==> src/rtl/mpu_rx_pkg.sv <==
// Shared types for the nine-bit filtered receiver.
// Assumes a fixed eight-bit payload plus one ninth bit per frame.
package mpu_rx_pkg;
    localparam int DATA_W = 8;

    typedef enum logic [1:0] {
        ST_IDLE  = 2'd0,
        ST_START = 2'd1,
        ST_BITS  = 2'd2,
        ST_STOP  = 2'd3
    } rx_state_t;

    typedef struct packed {
        logic [DATA_W-1:0] data;
        logic              ninth;
        logic              stop_ok;
    } rx_frame_t;
endpackage

==> src/rtl/mpu_rx_sync.sv <==
// Brings the asynchronous serial line into the clock domain.
// Assumes the line idles high; the reset value matches idle.
module mpu_rx_sync #(
    parameter int STAGES = 2
) (
    input  logic clk,
    input  logic rst_n,
    input  logic din,
    output logic dout
);
    logic [STAGES-1:0] chain;

    // Shift the line through the flop chain.
    always_ff @(posedge clk) begin
        if (!rst_n) chain <= '1;
        else        chain <= {chain[STAGES-2:0], din};
    end

    assign dout = chain[STAGES-1];
endmodule

==> src/rtl/mpu_rx_frame.sv <==
// Recovers one nine-bit frame from the synchronized line.
// Looks for a falling edge, confirms the start bit at mid-bit, and samples
// each further bit OVS ticks later. At the stop bit it emits a one-cycle
// done pulse with the frame contents. Assumes tick is a single-cycle strobe.
module mpu_rx_frame
    import mpu_rx_pkg::*;
#(
    parameter int OVS = 16
) (
    input  logic      clk,
    input  logic      rst_n,
    input  logic      tick,
    input  logic      line,
    output logic      done,
    output rx_frame_t frame
);
    localparam int CW    = $clog2(OVS);
    localparam int MID   = OVS / 2 - 1;
    localparam int LAST  = OVS - 1;
    localparam int NBITS = DATA_W + 1;
    localparam int IW    = $clog2(NBITS + 1);

    rx_state_t       state;
    logic [CW-1:0]   cnt;
    logic [IW-1:0]   idx;
    logic [NBITS-1:0] shreg;
    logic            prev;
    logic            fall;

    // Remember the previous line level for edge detection.
    always_ff @(posedge clk) begin
        if (!rst_n) prev <= 1'b1;
        else        prev <= line;
    end

    assign fall = prev & ~line;

    // Frame state machine: start hunt, start check, bit sampling, stop sampling.
    always_ff @(posedge clk) begin
        if (!rst_n) begin
            state <= ST_IDLE;
            cnt   <= '0;
            idx   <= '0;
            shreg <= '0;
            done  <= 1'b0;
            frame <= '0;
        end else begin
            done <= 1'b0;
            unique case (state)
                ST_IDLE: begin
                    if (fall) begin
                        state <= ST_START;
                        cnt   <= '0;
                    end
                end
                ST_START: begin
                    if (tick) begin
                        if (cnt == CW'(MID)) begin
                            cnt <= '0;
                            idx <= '0;
                            state <= line ? ST_IDLE : ST_BITS;
                        end else begin
                            cnt <= cnt + 1'b1;
                        end
                    end
                end
                ST_BITS: begin
                    if (tick) begin
                        if (cnt == CW'(LAST)) begin
                            cnt   <= '0;
                            shreg <= {line, shreg[NBITS-1:1]};
                            if (idx == IW'(NBITS - 1)) state <= ST_STOP;
                            else                       idx   <= idx + 1'b1;
                        end else begin
                            cnt <= cnt + 1'b1;
                        end
                    end
                end
                ST_STOP: begin
                    if (tick) begin
                        if (cnt == CW'(LAST)) begin
                            cnt           <= '0;
                            done          <= 1'b1;
                            frame.data    <= shreg[DATA_W-1:0];
                            frame.ninth   <= shreg[NBITS-1];
                            frame.stop_ok <= line;
                            state         <= ST_IDLE;
                        end else begin
                            cnt <= cnt + 1'b1;
                        end
                    end
                end
                default: state <= ST_IDLE;
            endcase
        end
    end
endmodule

==> src/rtl/mpu_addr_match.sv <==
// Compares a received byte with the node's masked address and with the
// broadcast pattern (address OR mask). Purely combinational.
module mpu_addr_match
    import mpu_rx_pkg::*;
(
    input  logic [DATA_W-1:0] addr,
    input  logic [DATA_W-1:0] mask,
    input  logic [DATA_W-1:0] data,
    output logic              ind_hit,
    output logic              bc_hit
);
    logic [DATA_W-1:0] ind_ok;
    logic [DATA_W-1:0] bc_ok;

    for (genvar i = 0; i < DATA_W; i++) begin : g_bit
        assign ind_ok[i] = ~mask[i] | (data[i] == addr[i]);
        assign bc_ok[i]  = ~(addr[i] | mask[i]) | data[i];
    end

    assign ind_hit = &ind_ok;
    assign bc_hit  = &bc_ok;
endmodule

==> src/rtl/mpu_rx_filter.sv <==
// Top of the filtered nine-bit receiver. Chains synchronizer, frame
// recovery and address matching, then holds the accepted byte, ninth bit
// and a sticky interrupt flag. Assumes configuration is steady during a frame.
module mpu_rx_filter
    import mpu_rx_pkg::*;
#(
    parameter int OVS         = 16,
    parameter int SYNC_STAGES = 2
) (
    input  logic              clk,
    input  logic              rst_n,
    input  logic              rx_line,
    input  logic              tick16,
    input  logic [DATA_W-1:0] node_addr,
    input  logic [DATA_W-1:0] addr_mask,
    input  logic              addr_mode,
    input  logic              irq_clr,
    output logic [DATA_W-1:0] rx_byte,
    output logic              rx_bit9,
    output logic              rx_irq
);
    logic      line_s;
    logic      fr_done;
    rx_frame_t fr;
    logic      ind_hit;
    logic      bc_hit;
    logic      frame_accept;

    mpu_rx_sync #(.STAGES(SYNC_STAGES)) u_sync (
        .clk  (clk),
        .rst_n(rst_n),
        .din  (rx_line),
        .dout (line_s)
    );

    mpu_rx_frame #(.OVS(OVS)) u_frame (
        .clk  (clk),
        .rst_n(rst_n),
        .tick (tick16),
        .line (line_s),
        .done (fr_done),
        .frame(fr)
    );

    mpu_addr_match u_match (
        .addr   (node_addr),
        .mask   (addr_mask),
        .data   (fr.data),
        .ind_hit(ind_hit),
        .bc_hit (bc_hit)
    );

    // Decide whether the finished frame is passed on.
    always_comb begin
        frame_accept = fr_done & fr.stop_ok;
        if (addr_mode) frame_accept = frame_accept & fr.ninth & (ind_hit | bc_hit);
    end

    // Hold the accepted frame contents and the sticky interrupt.
    always_ff @(posedge clk) begin
        if (!rst_n) begin
            rx_byte <= '0;
            rx_bit9 <= 1'b0;
            rx_irq  <= 1'b0;
        end else begin
            if (frame_accept) begin
                rx_byte <= fr.data;
                rx_bit9 <= fr.ninth;
                rx_irq  <= 1'b1;
            end else if (irq_clr) begin
                rx_irq  <= 1'b0;
            end
        end
    end
endmodule

==> config.mk <==
export PLATFORM = sky130hd
export DESIGN_NAME = mpu_rx_filter
export DESIGN_NICKNAME = d
export VERILOG_FILES = /design/src/rtl/mpu_rx_pkg.sv /design/src/rtl/mpu_rx_sync.sv /design/src/rtl/mpu_rx_frame.sv /design/src/rtl/mpu_addr_match.sv /design/src/rtl/mpu_rx_filter.sv
export SDC_FILE = /design/constraint.sdc
export NUM_CORES = 1
export LEC_CHECK = 0
export CORE_MARGIN = 2
export CORE_UTILIZATION = 45
export DETAILED_ROUTE_END_ITERATION = 8
export PLACE_DENSITY = 0.69
export SLEW_MARGIN = 40
export SYNTH_ARGS = -nofsm -noshare
export SYNTH_HDL_FRONTEND = slang
export SYNTH_SLANG_ARGS = --single-unit
==> constraint.sdc <==
create_clock -name clk -period 4.3 [get_ports clk]
set_clock_uncertainty 0.1 [all_clocks]
set_input_delay 0.43 -clock clk [delete_from_list [all_inputs] [get_ports clk]]
set_output_delay 0.43 -clock clk [all_outputs]
set_load 0.02 [all_outputs]
# Yosys cells after proc, flatten, opt, wreduce, memory -nomap -nowiden

Cells that the tools add are included.

Flip-flop bits (word level): 43
Input port bits: 22

Eq/ne operators: 24
Muxes and demuxes: 26
Bitwise logic cells: 46
Reduce and logical (&&, ||, !) cells: 12
Add/subtract/negate cells: 2

Operators by type and width:

| kind                  | number |
|---|---|
| $mux W4               | 10 |
| $or A1 B1 Y1          | 25 |
| $reduce_and A8 Y1     | 3 |
| $mux W2               | 9 |
| $not A1 Y1            | 17 |
| $ne A2 B1 Y1 const B  | 6 |
| $pmux W4 S3           | 1 |
| $reduce_and A3 Y1     | 4 |
| $add A4 B1 Y4 const B | 2 |
| $eq A1 B1 Y1          | 8 |
| $eq A4 B4 Y1 const B  | 2 |
| $ne A2 B2 Y1 const B  | 4 |
| $pmux W2 S4           | 1 |
| $pmux W4 S2           | 1 |
| $reduce_and A6 Y1     | 1 |
| $and A1 B1 Y1         | 4 |
| $eq A2 B2 Y1 const B  | 2 |
| $eq A4 B3 Y1 const B  | 1 |
| $mux W1               | 4 |
| $reduce_bool A2 Y1    | 2 |
| $eq A2 B1 Y1 const B  | 1 |
| $logic_not A2 Y1      | 1 |
| $reduce_or A2 Y1      | 1 |

# Longest topological paths before layout

Gate-level depths: netlist (run 1).

Depth after elaboration: 8
Mapped depth: 7
Depth with buffers taken out: 7

# Hierarchy

Synthesis (run 1) repeated with hierarchy kept, for this count alone.

Cells, all modules: 228
Area, all modules: 2010.7 um^2

By module, submodules not included:

| module         | instances | seq. area each (um^2) | cells an instance | area each (um^2) |
|---|---|---|---|---|
| mpu_rx_frame   | 1         | 620.6                 | 154               | 1372.6 |
| mpu_rx_filter  | 1         | 200.2                 | 45                | 409.1 |
| mpu_addr_match | 1         | 0.0                   | 25                | 176.4 |
| mpu_rx_sync    | 1         | 40.0                  | 4                 | 52.6 |

# Worst setup path after synthesis (run 1)

Ideal clock, no wire load.

Path type: input to register
Start point: input port node_addr[4]
End point: register rx_bit9
Data required time: 4128 ps
Stages: 6
Setup time: 72 ps
Path slack: 2505 ps
Arrival time: 1623 ps
Buffers on the path: 1
Path through: nor2_1 > o22ai_1 > or4_1 > a31oi_1 > buf_6 > mux2i_1

Cells in the longest elaborated chain, start to end: 7

Ends and longest elaborated chain:

| what                   | RTL line             | source |
|---|---|---|
| start: declaration     | mpu_rx_filter.sv:14  | `input logic [DATA_W-1:0] node_addr,` |
| $or A1 B1 Y1           | mpu_addr_match.sv:17 | `assign bc_ok[i] = ~(addr[i] \| mask[i]) \| data[i];` |
| $not A1 Y1             | mpu_addr_match.sv:17 |  |
| $or A1 B1 Y1           | mpu_addr_match.sv:17 |  |
| $reduce_and A8 Y1      | mpu_addr_match.sv:21 | `assign bc_hit = &bc_ok;` |
| $or A1 B1 Y1 *         | mpu_rx_filter.sv:56  | `if (addr_mode) frame_accept = frame_accept & fr.ninth & (ind_hit \| bc_hit);` |
| $and A1 B1 Y1 *        | mpu_rx_filter.sv:56  |  |
| $mux W1 *              | mpu_rx_filter.sv:56  |  |
| end signal: assignment | mpu_rx_filter.sv:68  | `rx_bit9 <= fr.ninth;` |
| end: declaration       | mpu_rx_filter.sv:19  | `output logic rx_bit9,` |

Every way passes the cells marked *; elsewhere a longest branch is shown, timed or not.
A chain may end at the register's enable or synchronous reset.

# Worst setup path after layout (run 1)

Start point: input port node_addr[4]
End point: register rx_byte[5]

Cells in the longest elaborated chain, start to end: 7

Ends and longest elaborated chain:

| what                   | RTL line             | source |
|---|---|---|
| $or A1 B1 Y1           | mpu_addr_match.sv:17 |  |
| $not A1 Y1             | mpu_addr_match.sv:17 |  |
| $or A1 B1 Y1           | mpu_addr_match.sv:17 |  |
| $reduce_and A8 Y1      | mpu_addr_match.sv:21 |  |
| $or A1 B1 Y1 *         | mpu_rx_filter.sv:56  |  |
| $and A1 B1 Y1 *        | mpu_rx_filter.sv:56  |  |
| $mux W1 *              | mpu_rx_filter.sv:56  |  |
| end signal: assignment | mpu_rx_filter.sv:67  | `rx_byte <= fr.data;` |
| end: declaration       | mpu_rx_filter.sv:18  | `output logic [DATA_W-1:0] rx_byte,` |

Marked as above.

==> reports/metrics.cfg, run 1 <==
[sta]
finalMaxSlewViolations = 0
finalHoldViolations = 0
period_minus_slack_ns = 2.52
setup_viol = 0
relSlewSlack_pct = 49.1
max_freq_mhz = 397
setup_tns_ns = 0
worst_slack_ns = 1.78
fin_crit_sh_pct = 58.5
rsz0062_at_grt = false
tightestPinTransition_ns = 0.761

[worst_setup_path]
reg2reg_from = u_frame.frame[7]
r2r_cells = 5
path_depth = 7
rr_endpoint = rx_byte[5]
worstPathBufferInverterCount = 2
worst_path_largest_cell_delay_ns = 0.57
crit_slowest_cell = a31oi_1
crit_chain = clkdlybuf4s50_1 > nor2_1 > o22ai_1 > or4_1 > a31oi_1 > buf_4 > mux2i_1
path_delay_family = buffers and inverters
critPathArrivalTime_ns = 2.64
worst_ep_required_time_ns = 4.42
critPathCaptureType = register
ff2ff_setup_slack_ns = 2.02
cp_max_fo = 6
start_kind = input port
path_class = input port to register

[layout]
area_delta_synth_final_pct = 21.1
final_common_cell = dfxtp_1
final.fill_count = 408
drive_above_1_share_pct = 4.20
final_area_um2 = 2470
diodes = 0
mostFrequentLayoutCells = 43 x dfxtp_1, 37 x nand2_1, 31 x clkdlybuf4s50_1
fin_nets = 286

[floorplan]
io_pins = 32
dieArea_um2 = 5080
initial_core_util_pct = 46.8
die_w_um = 71.3
die_h_um = 71.3
core_um2 = 4350
rows = 24

[synth]
synth-edff-count = 0
ys_warn_count = 0
synthArstFlopShare_pct = 0
synth_cells = 234
synthFlopType = dfxtp_1
yosysSeqAreaShare_pct = 42.3
synth_cell_type_count = 37
synthesis.nets = 259
synth_area_per_cell_um2 = 8.70
ys_seq_elements = 43
syn-cell-area_um2 = 2040

[global_routing]
grt_pass1_wl_um = 7250
grt_max_degree = 28
grt_pass1_vias = 1577
grt_util_all_layers_pct = 17.9
antenna_found_initial = 0
grt.overflow.total = 0

[clocking]
clk_pin_slew_ns = 0.08
tritoncts = done
cts_hold_buf = 0
cts.sinks = 43
post_cts_resized = 0
clockRootBuffer = clkbuf_8
htree_levels = 2
cts_buffers = 5
clock_latency_ns = 0.29
clockBufferDepth = 2
post-cts-setup-buffer-count = 0

[placed_design]
io_buffers = 31
pre_cts_ws_ns = 1.50
hpwl_um = 2950
gp_congestion = 0.788
place_area_um2 = 2370

[hold_path]
hold_path_end = u_sync.chain[1]
worstHoldStart = u_sync.chain[0]
hold_class = register to register
hold_depth = 1

[detailed_routing]
first_pass_iters = 4
ant_nets = 0
finalWirelength_um = 4100
route.detailed.drc = 0
vias = 1639
avgRoutedWirePerCell_um = 13.0
via_per_inst = 5.22
initialDrtViolationCount = 75

[power]
power_w = 0.000724
cellPowerDensity_nw_per_um2 = 293
p_leak_nw = 0.843
vdd_drop_max_mv = 0.220

[run_status]
status = complete, no violations

[flow_run]
cap_violations = 0

state kept, by name, summed over array words and instances (netlist names), named ones only:
name           cells
u_frame.done       1
u_frame.state      1
u_frame.cnt        4
rx_irq             1
u_frame.idx        4
u_frame.prev       1
u_frame.frame     10
u_frame.shreg      9
rx_bit9            1
rx_byte            8
u_sync.chain       2
synthesized netlist by cell type, types with 3 or more instances:
cell type | n | share of area [%]
nand2_1 | 37 | 6.8
and2_1 | 4 | 1.2
clkbuf_1 | 9 | 1.7
o21ai_0 | 16 | 3.9
a22oi_1 | 4 | 1.5
nand3_1 | 6 | 1.5
mux2i_1 | 18 | 8.9
ha_1 | 3 | 1.8
xor2_1 | 9 | 3.9
inv_1 | 4 | 0.74
dfxtp_1 | 43 | 42
a21boi_0 | 16 | 5.9
nand2b_1 | 5 | 1.5
o22ai_1 | 4 | 1.2
o211ai_1 | 3 | 1.1
nor2_1 | 14 | 2.6
nor2b_1 | 14 | 4.3
cell families after synthesis:
group,Yosys count,synth area share (%)
AO/OA/AOI/OAI,52,17.1
XOR/XNOR,9,3.87
adder cells (fa/ha/maj),3,1.84
buffers and inverters,17,3.81
flip-flops,43,42.3
multiplexers,19,9.40
AND/OR/NAND/NOR,91,21.7
worst max-delay path by stage:
stage / from / end / slack (ns)
floorplan: node_addr[4] / rx_bit9 / 2.51
global placement: node_addr[4] / rx_byte[4] / 1.55
detailed placement: node_addr[4] / rx_byte[5] / 1.50
CTS: node_addr[4] / rx_byte[5] / 1.81
global route: node_addr[5] / rx_byte[5] / 1.63
finish: node_addr[4] / rx_byte[5] / 1.78
worst register-to-register path, cell delays in order (launching register included):
cell and delay (ns):
dfxtp_1 0.42, o22ai_1 0.11, or4_1 0.52, a31oi_1 0.57, buf_4 0.29, mux2i_1 0.20
cell type report:
type	instances	area [µm²]	share of cell area [%]
inverter	4	15.0	0.609
timing repair buffer	33	325	13.2
tap	52	65.1	2.64
multi-input combinational	174	1100	44.6
sequential	43	861	34.9
clock buffer	8	100	4.06
metal layers:
metal	GRT usage (%)	part of all wire [%]	routed length [µm]
met2	27.2	44	1810
met4	7.55	1.3	54
met5	0	0	0
met1	24.9	50	2050
met3	3.66	4.4	181
per-stage QoR:
stage               utilization (%)  instances  hold WS [ns]
global route                   56.6        314         0.320
CTS                            56.6        314         0.310
finish                         56.6        314         0.307
floorplan                         -        234         0.286
global placement               54.3        306         0.289
detailed placement             54.3        306         0.291
power breakdown:
| group | total, W | leakage [nW] | internal, W | switching (W) |
|---|---|---|---|---|
| clock network | 0.000275 | 0.0515 | 0.000147 | 0.000129 |
| registers | 0.000402 | 0.347 | 0.000400 | 0.00000252 |
| logic | 0.0000461 | 0.444 | 0.0000280 | 0.0000182 |
| total | 0.000724 | 0.843 | 0.000574 | 0.000149 |
(Power assumes the default switching activity.)
==> run 2: changes to the inputs <==
clock period = 2.4 ns   (was 4.3 ns; I/O delays follow)
==> run 2 against run 1 <==
  * Register-to-register slack lost 1.5 ns
  * Critical path depth is the same
  * Flip-flop and latch count is the same
  * Sequential power grew 79%
  * Total power grew 100%
  * Highest routed layer unchanged
==> reports/metrics.cfg, run 2 (synthesis gave the netlist of run 1 again) <==
[run_status]
status = complete, no violations

[sta]
setup_tns_ns = 0
setup_viol = 0
relSlewSlack_pct = 70.4
finalMaxSlewViolations = 0
worst_slack_ns = 0.463
tightestPinTransition_ns = 0.444
fin_crit_sh_pct = 80.7
period_minus_slack_ns = 1.94
rsz0062_at_grt = false
finalHoldViolations = 0
max_freq_mhz = 516

[clocking]
post-cts-setup-buffer-count = 0
tritoncts = done
cts.sinks = 43
cts_hold_buf = 0
cts_buffers = 5
htree_levels = 2
clock_latency_ns = 0.29
post_cts_resized = 0
clockRootBuffer = clkbuf_8
clockBufferDepth = 2
clk_pin_slew_ns = 0.08

[worst_setup_path]
path_class = input port to register
start_kind = input port
cp_max_fo = 5
crit_chain = clkdlybuf4s50_1 > nor2_1 > o22ai_1 > or4_1 > a31oi_1 > buf_4 > mux2i_1
critPathArrivalTime_ns = 2.05
worst_ep_required_time_ns = 2.52
path_depth = 7
worst_path_largest_cell_delay_ns = 0.52
crit_slowest_cell = or4_1
r2r_cells = 5
critPathCaptureType = register
worstPathBufferInverterCount = 2
path_delay_family = simple AND/OR/NAND/NOR gates

[power]
power_switching_w = 0.000274
power_w = 0.00146
power_switching_share_pct = 18.8
p_leak_nw = 0.877
comb_power_share_pct = 5.7
pwr-share-clk_pct = 44.8
vdd_drop_max_mv = 0.267
p_seq_share_pct = 49.5
cellPowerDensity_nw_per_um2 = 576
internal_power_w = 0.00118

[detailed_routing]
finalWirelength_um = 4030
avgRoutedWirePerCell_um = 12.7
route.detailed.drc = 0
ant_nets = 0
vias = 1651
initialDrtViolationCount = 83
first_pass_iters = 4
via_per_inst = 5.19

[placed_design]
io_buffers = 31
hpwl_um = 2870
pre_cts_ws_ns = 0.179
gp_congestion = 0.775
place_inst = 310

[layout]
area_delta_synth_final_pct = 24.1
drive_above_1_share_pct = 5.26
final_common_cell = dfxtp_1
top_register = u_frame.frame
mostFrequentLayoutCells = 43 x dfxtp_1, 37 x nand2_1, 31 x clkdlybuf4s50_1
reg_top3 = u_frame.frame x10, u_frame.shreg x9, rx_byte x8
largest_reg_flops = 10
fin_nets = 290
diodes = 0
stdcell_count = 318

[global_routing]
grt.overflow.total = 0
grt_util_all_layers_pct = 16.5
grt_pass1_vias = 1508
grt_max_degree = 53
grt_pass1_wl_um = 6740
antenna_found_initial = 0

[floorplan]
dieArea_um2 = 5080
io_pins = 32
die_h_um = 71.3
rows = 24
die_w_um = 71.3
core_um2 = 4350
initial_core_util_pct = 46.8

[hold_path]
hold_depth = 1
hold_class = register to register

[flow_run]
cap_violations = 0

-- run 2: cell count changes in the layout (fill, tap and decap cells not counted) --
cell and change:
buf_4 +4, bufinv_16 +2, clkbuf_8 -2, nor2_1 +1, nor2_2 -1
-- run 2: worst paths after layout --
| kind | start | to | slack (ns) |
|---|---|---|---|
| setup / recovery | node_addr[4] | rx_byte[2] | 0.46 |
| hold / removal | u_sync.chain[0] | u_sync.chain[1] | 0.31 |
| setup reg to reg | u_frame.frame[7] | rx_byte[2] | 0.53 |
| hold reg to reg | u_sync.chain[0] | u_sync.chain[1] | 0.31 |
-- run 2: layout make-up --
| cell class | count | area (µm²) |
|---|---|---|
| well taps | 52 | 65.1 |
| multi-input cells | 174 | 1100 |
| inverters | 4 | 15.0 |
| flip-flops and latches | 43 | 861 |
| fillers | 382 | 1830 |
| clock inverters | 2 | 60.1 |
| repair buffers | 37 | 355 |
| clock buffers | 6 | 72.6 |
-- run 2: per-stage QoR --
stage,hold WS (ns),cell area [µm²],utilization [%]
after floorplan,0.213,2040,-
after global placement,0.288,2390,55.0
after detailed placement,0.296,2390,55.0
after CTS,0.316,2530,58.0
after global routing,0.360,2530,58.0
final,0.311,2530,58.0
-- run 2: metal layers --
layer	up-vias	share of wire, %	global-route usage [%]	routed length (µm)
li1	871	-	-	-
met1	749	54	23.1	2180
met2	29	41	25.4	1660
met3	2	4.1	4.36	164
met4	0	0.62	4.40	25
met5	-	0	0	0
-- run 2: power by group through the flow --
| stage | combinational [W] | sequential, W | clock (W) |
|---|---|---|---|
| detailed placement | 0.0000830 | 0.000737 | 0 |
| global route | 0.0000909 | 0.000722 | 0.000700 |
| finish | 0.0000833 | 0.000720 | 0.000652 |
| CTS | 0.0000834 | 0.000721 | 0.000673 |
| global placement | 0.0000826 | 0.000737 | 0 |
| floorplan | 0.0000379 | 0.000735 | 0 |
==> run 3: changes to the inputs <==
PLACE_DENSITY = 0.71   (was 0.69)
clock period = 1.7 ns   (was 2.4 ns; I/O delays follow)
==> run 3 against run 2 <==
  * The flow now finishes with violations (setup timing)
  * Largest power group unchanged
  * Critical path type unchanged
  * Die area did not move
  * Utilization rose by 7.9 points
  * Clock-buffer cell count did not move
  * Combinational power rose by 70%
  * First-iteration DRC count rose by 41%
  * Largest cell class unchanged
  * Via count rose by 11%
  * Clock power rose by 27%
  * Critical endpoint unchanged
  * Register-to-register slack got worse by 0.62 ns
  * Critical path depth did not move
  * Worst setup slack got worse by 0.55 ns
==> reports/metrics.cfg, run 3 (synthesis gave the netlist of run 1 again) <==
[placed_design]
gp_congestion = 0.819
place_inst = 336
io_buffers = 31
pre_cts_ws_ns = -0.471
hpwl_um = 3240

[layout]
reg_top3 = u_frame.frame x10, u_frame.shreg x9, rx_byte x8
top_register = u_frame.frame
utilization_pct = 65.9
drive_above_1_share_pct = 23.7
largest_reg_flops = 10
mostFrequentLayoutCells = 37 x nand2_1, 33 x buf_4, 31 x dfxtp_1
diodes = 0
area_delta_synth_final_pct = 41.0
final_common_cell = nand2_1
stdcell_count = 352
fin_nets = 324

[worst_setup_path]
crit_slowest_cell = or4_4
cp_max_fo = 6
ff2ff_setup_slack_ns = -0.09
critPathCaptureType = register
reg2reg_from = u_frame.frame[7]
start_kind = input port
crit_chain = clkdlybuf4s50_1 > nor2_1 > o22ai_1 > or4_4 > a31oi_2 > buf_6 > mux2i_1
worst_ep_required_time_ns = 1.82
rr_endpoint = rx_byte[2]
critPathArrivalTime_ns = 1.91
path_class = input port to register
r2r_cells = 5
worst_path_largest_cell_delay_ns = 0.43

[detailed_routing]
finalWirelength_um = 4800
avgRoutedWirePerCell_um = 13.6
initialDrtViolationCount = 117
via_per_inst = 5.22
route.detailed.drc = 0
vias = 1836
ant_nets = 0
first_pass_iters = 4

[sta]
finalHoldViolations = 0
fin_crit_sh_pct = 105
worst_slack_ns = -0.0898
finalMaxSlewViolations = 0
rsz0062_at_grt = true
period_minus_slack_ns = 1.79
max_freq_mhz = 559
tightestPinTransition_ns = 0.245
relSlewSlack_pct = 83.5
setup_viol = 10

[global_routing]
globalRouteMet2Util_pct = 30.7
antenna_found_initial = 0
use_met3_pct = 4.36
grt_util_met1_pct = 25.8
grt_pass1_wl_um = 7780
grt.overflow.total = 0
grt-busiest-layer = met2
grt_max_degree = 53
grt_pass1_vias = 1746
grt_util_all_layers_pct = 19.4

[floorplan]
initial_core_util_pct = 46.8
io_pins = 32
rows = 24
dieArea_um2 = 5080
die_w_um = 71.3
core_um2 = 4350
die_h_um = 71.3

[hold_path]
hold_depth = 1
hold_path_end = u_sync.chain[1]
hold_class = register to register
worstHoldStart = u_sync.chain[0]

[clocking]
clock_latency_ns = 0.30
cts_hold_buf = 0
clk_pin_slew_ns = 0.08
cts.sinks = 43
htree_levels = 2
clockRootBuffer = clkbuf_8
clockBufferDepth = 2
tritoncts = done
cts_buffers = 5

[run_status]
status = finished, violations left
violations = setup timing

[flow_run]
cap_violations = 0

[power]
cellPowerDensity_nw_per_um2 = 690
p_leak_nw = 1.10
power_w = 0.00198
vdd_drop_max_mv = 0.362

-- run 3: how the worst max path moves through the flow --
stage | slack (ns) | end | depth (start not counted) | from
floorplan | 0.05 | rx_bit9 | 5 | u_frame.frame[7]
global placement | -0.35 | rx_byte[2] | 7 | node_addr[4]
detailed placement | -0.47 | rx_byte[2] | 7 | node_addr[5]
CTS | -0.07 | rx_byte[2] | 5 | u_frame.frame[4]
global route | -0.15 | rx_byte[2] | 7 | addr_mask[7]
finish | -0.09 | rx_byte[2] | 7 | addr_mask[7]
-- run 3: timing repair --
| action | in CTS | in global routing |
|---|---|---|
| pin swaps | 10 | 10 |
| setup endpoints to repair | 10 | 33 |
| gates cloned | 0 | 1 |
| buffers inserted | 4 | 3 |
| gates resized for setup | 19 | 28 |
-- run 3: metal layers --
| layer | share of wire (%) | vias up |
|---|---|---|
| li1 | - | 939 |
| met1 | 48 | 849 |
| met2 | 46 | 35 |
| met3 | 3.5 | 13 |
| met4 | 3.0 | 0 |
| met5 | 0 | - |
-- run 3: layout make-up --
type	count	area [µm²]
Inverter	4	15.0
Tap cell	52	65.1
Clock buffer	6	82.6
Sequential cell	43	883
Multi-Input combinational cell	174	1160
Clock inverter	2	35.0
Timing Repair Buffer	71	628
Fill cell	345	1480
-- run 3: per-stage QoR --
stage | hold slack [ns] | setup TNS, ns | instance area, µm²
global placement | 0.289 | -3.51 | 2600
global route | 0.331 | -1.15 | 2870
CTS | 0.314 | -0.173 | 2750
floorplan | 0.143 | 0 | 2040
detailed placement | 0.294 | -4.46 | 2600
finish | 0.310 | -0.374 | 2870
-- run 3: power breakdown --
part	leakage [nW]	total, W	switching, W	internal, W
Sequential	0.354	0.00101	0.00000424	0.00101
Combinational	0.686	0.000142	0.0000596	0.0000829
Clock	0.0612	0.000826	0.000351	0.000475
Total	1.10	0.00198	0.000415	0.00156
-- run 3: critical path, delay by kind of cell --
kind | cells | cell delay, ns
AND/OR/NAND/NOR | 2 | 0.58
multiplexers | 1 | 0.23
buffers and inverters | 2 | 0.59
AO/OA/AOI/OAI | 2 | 0.34
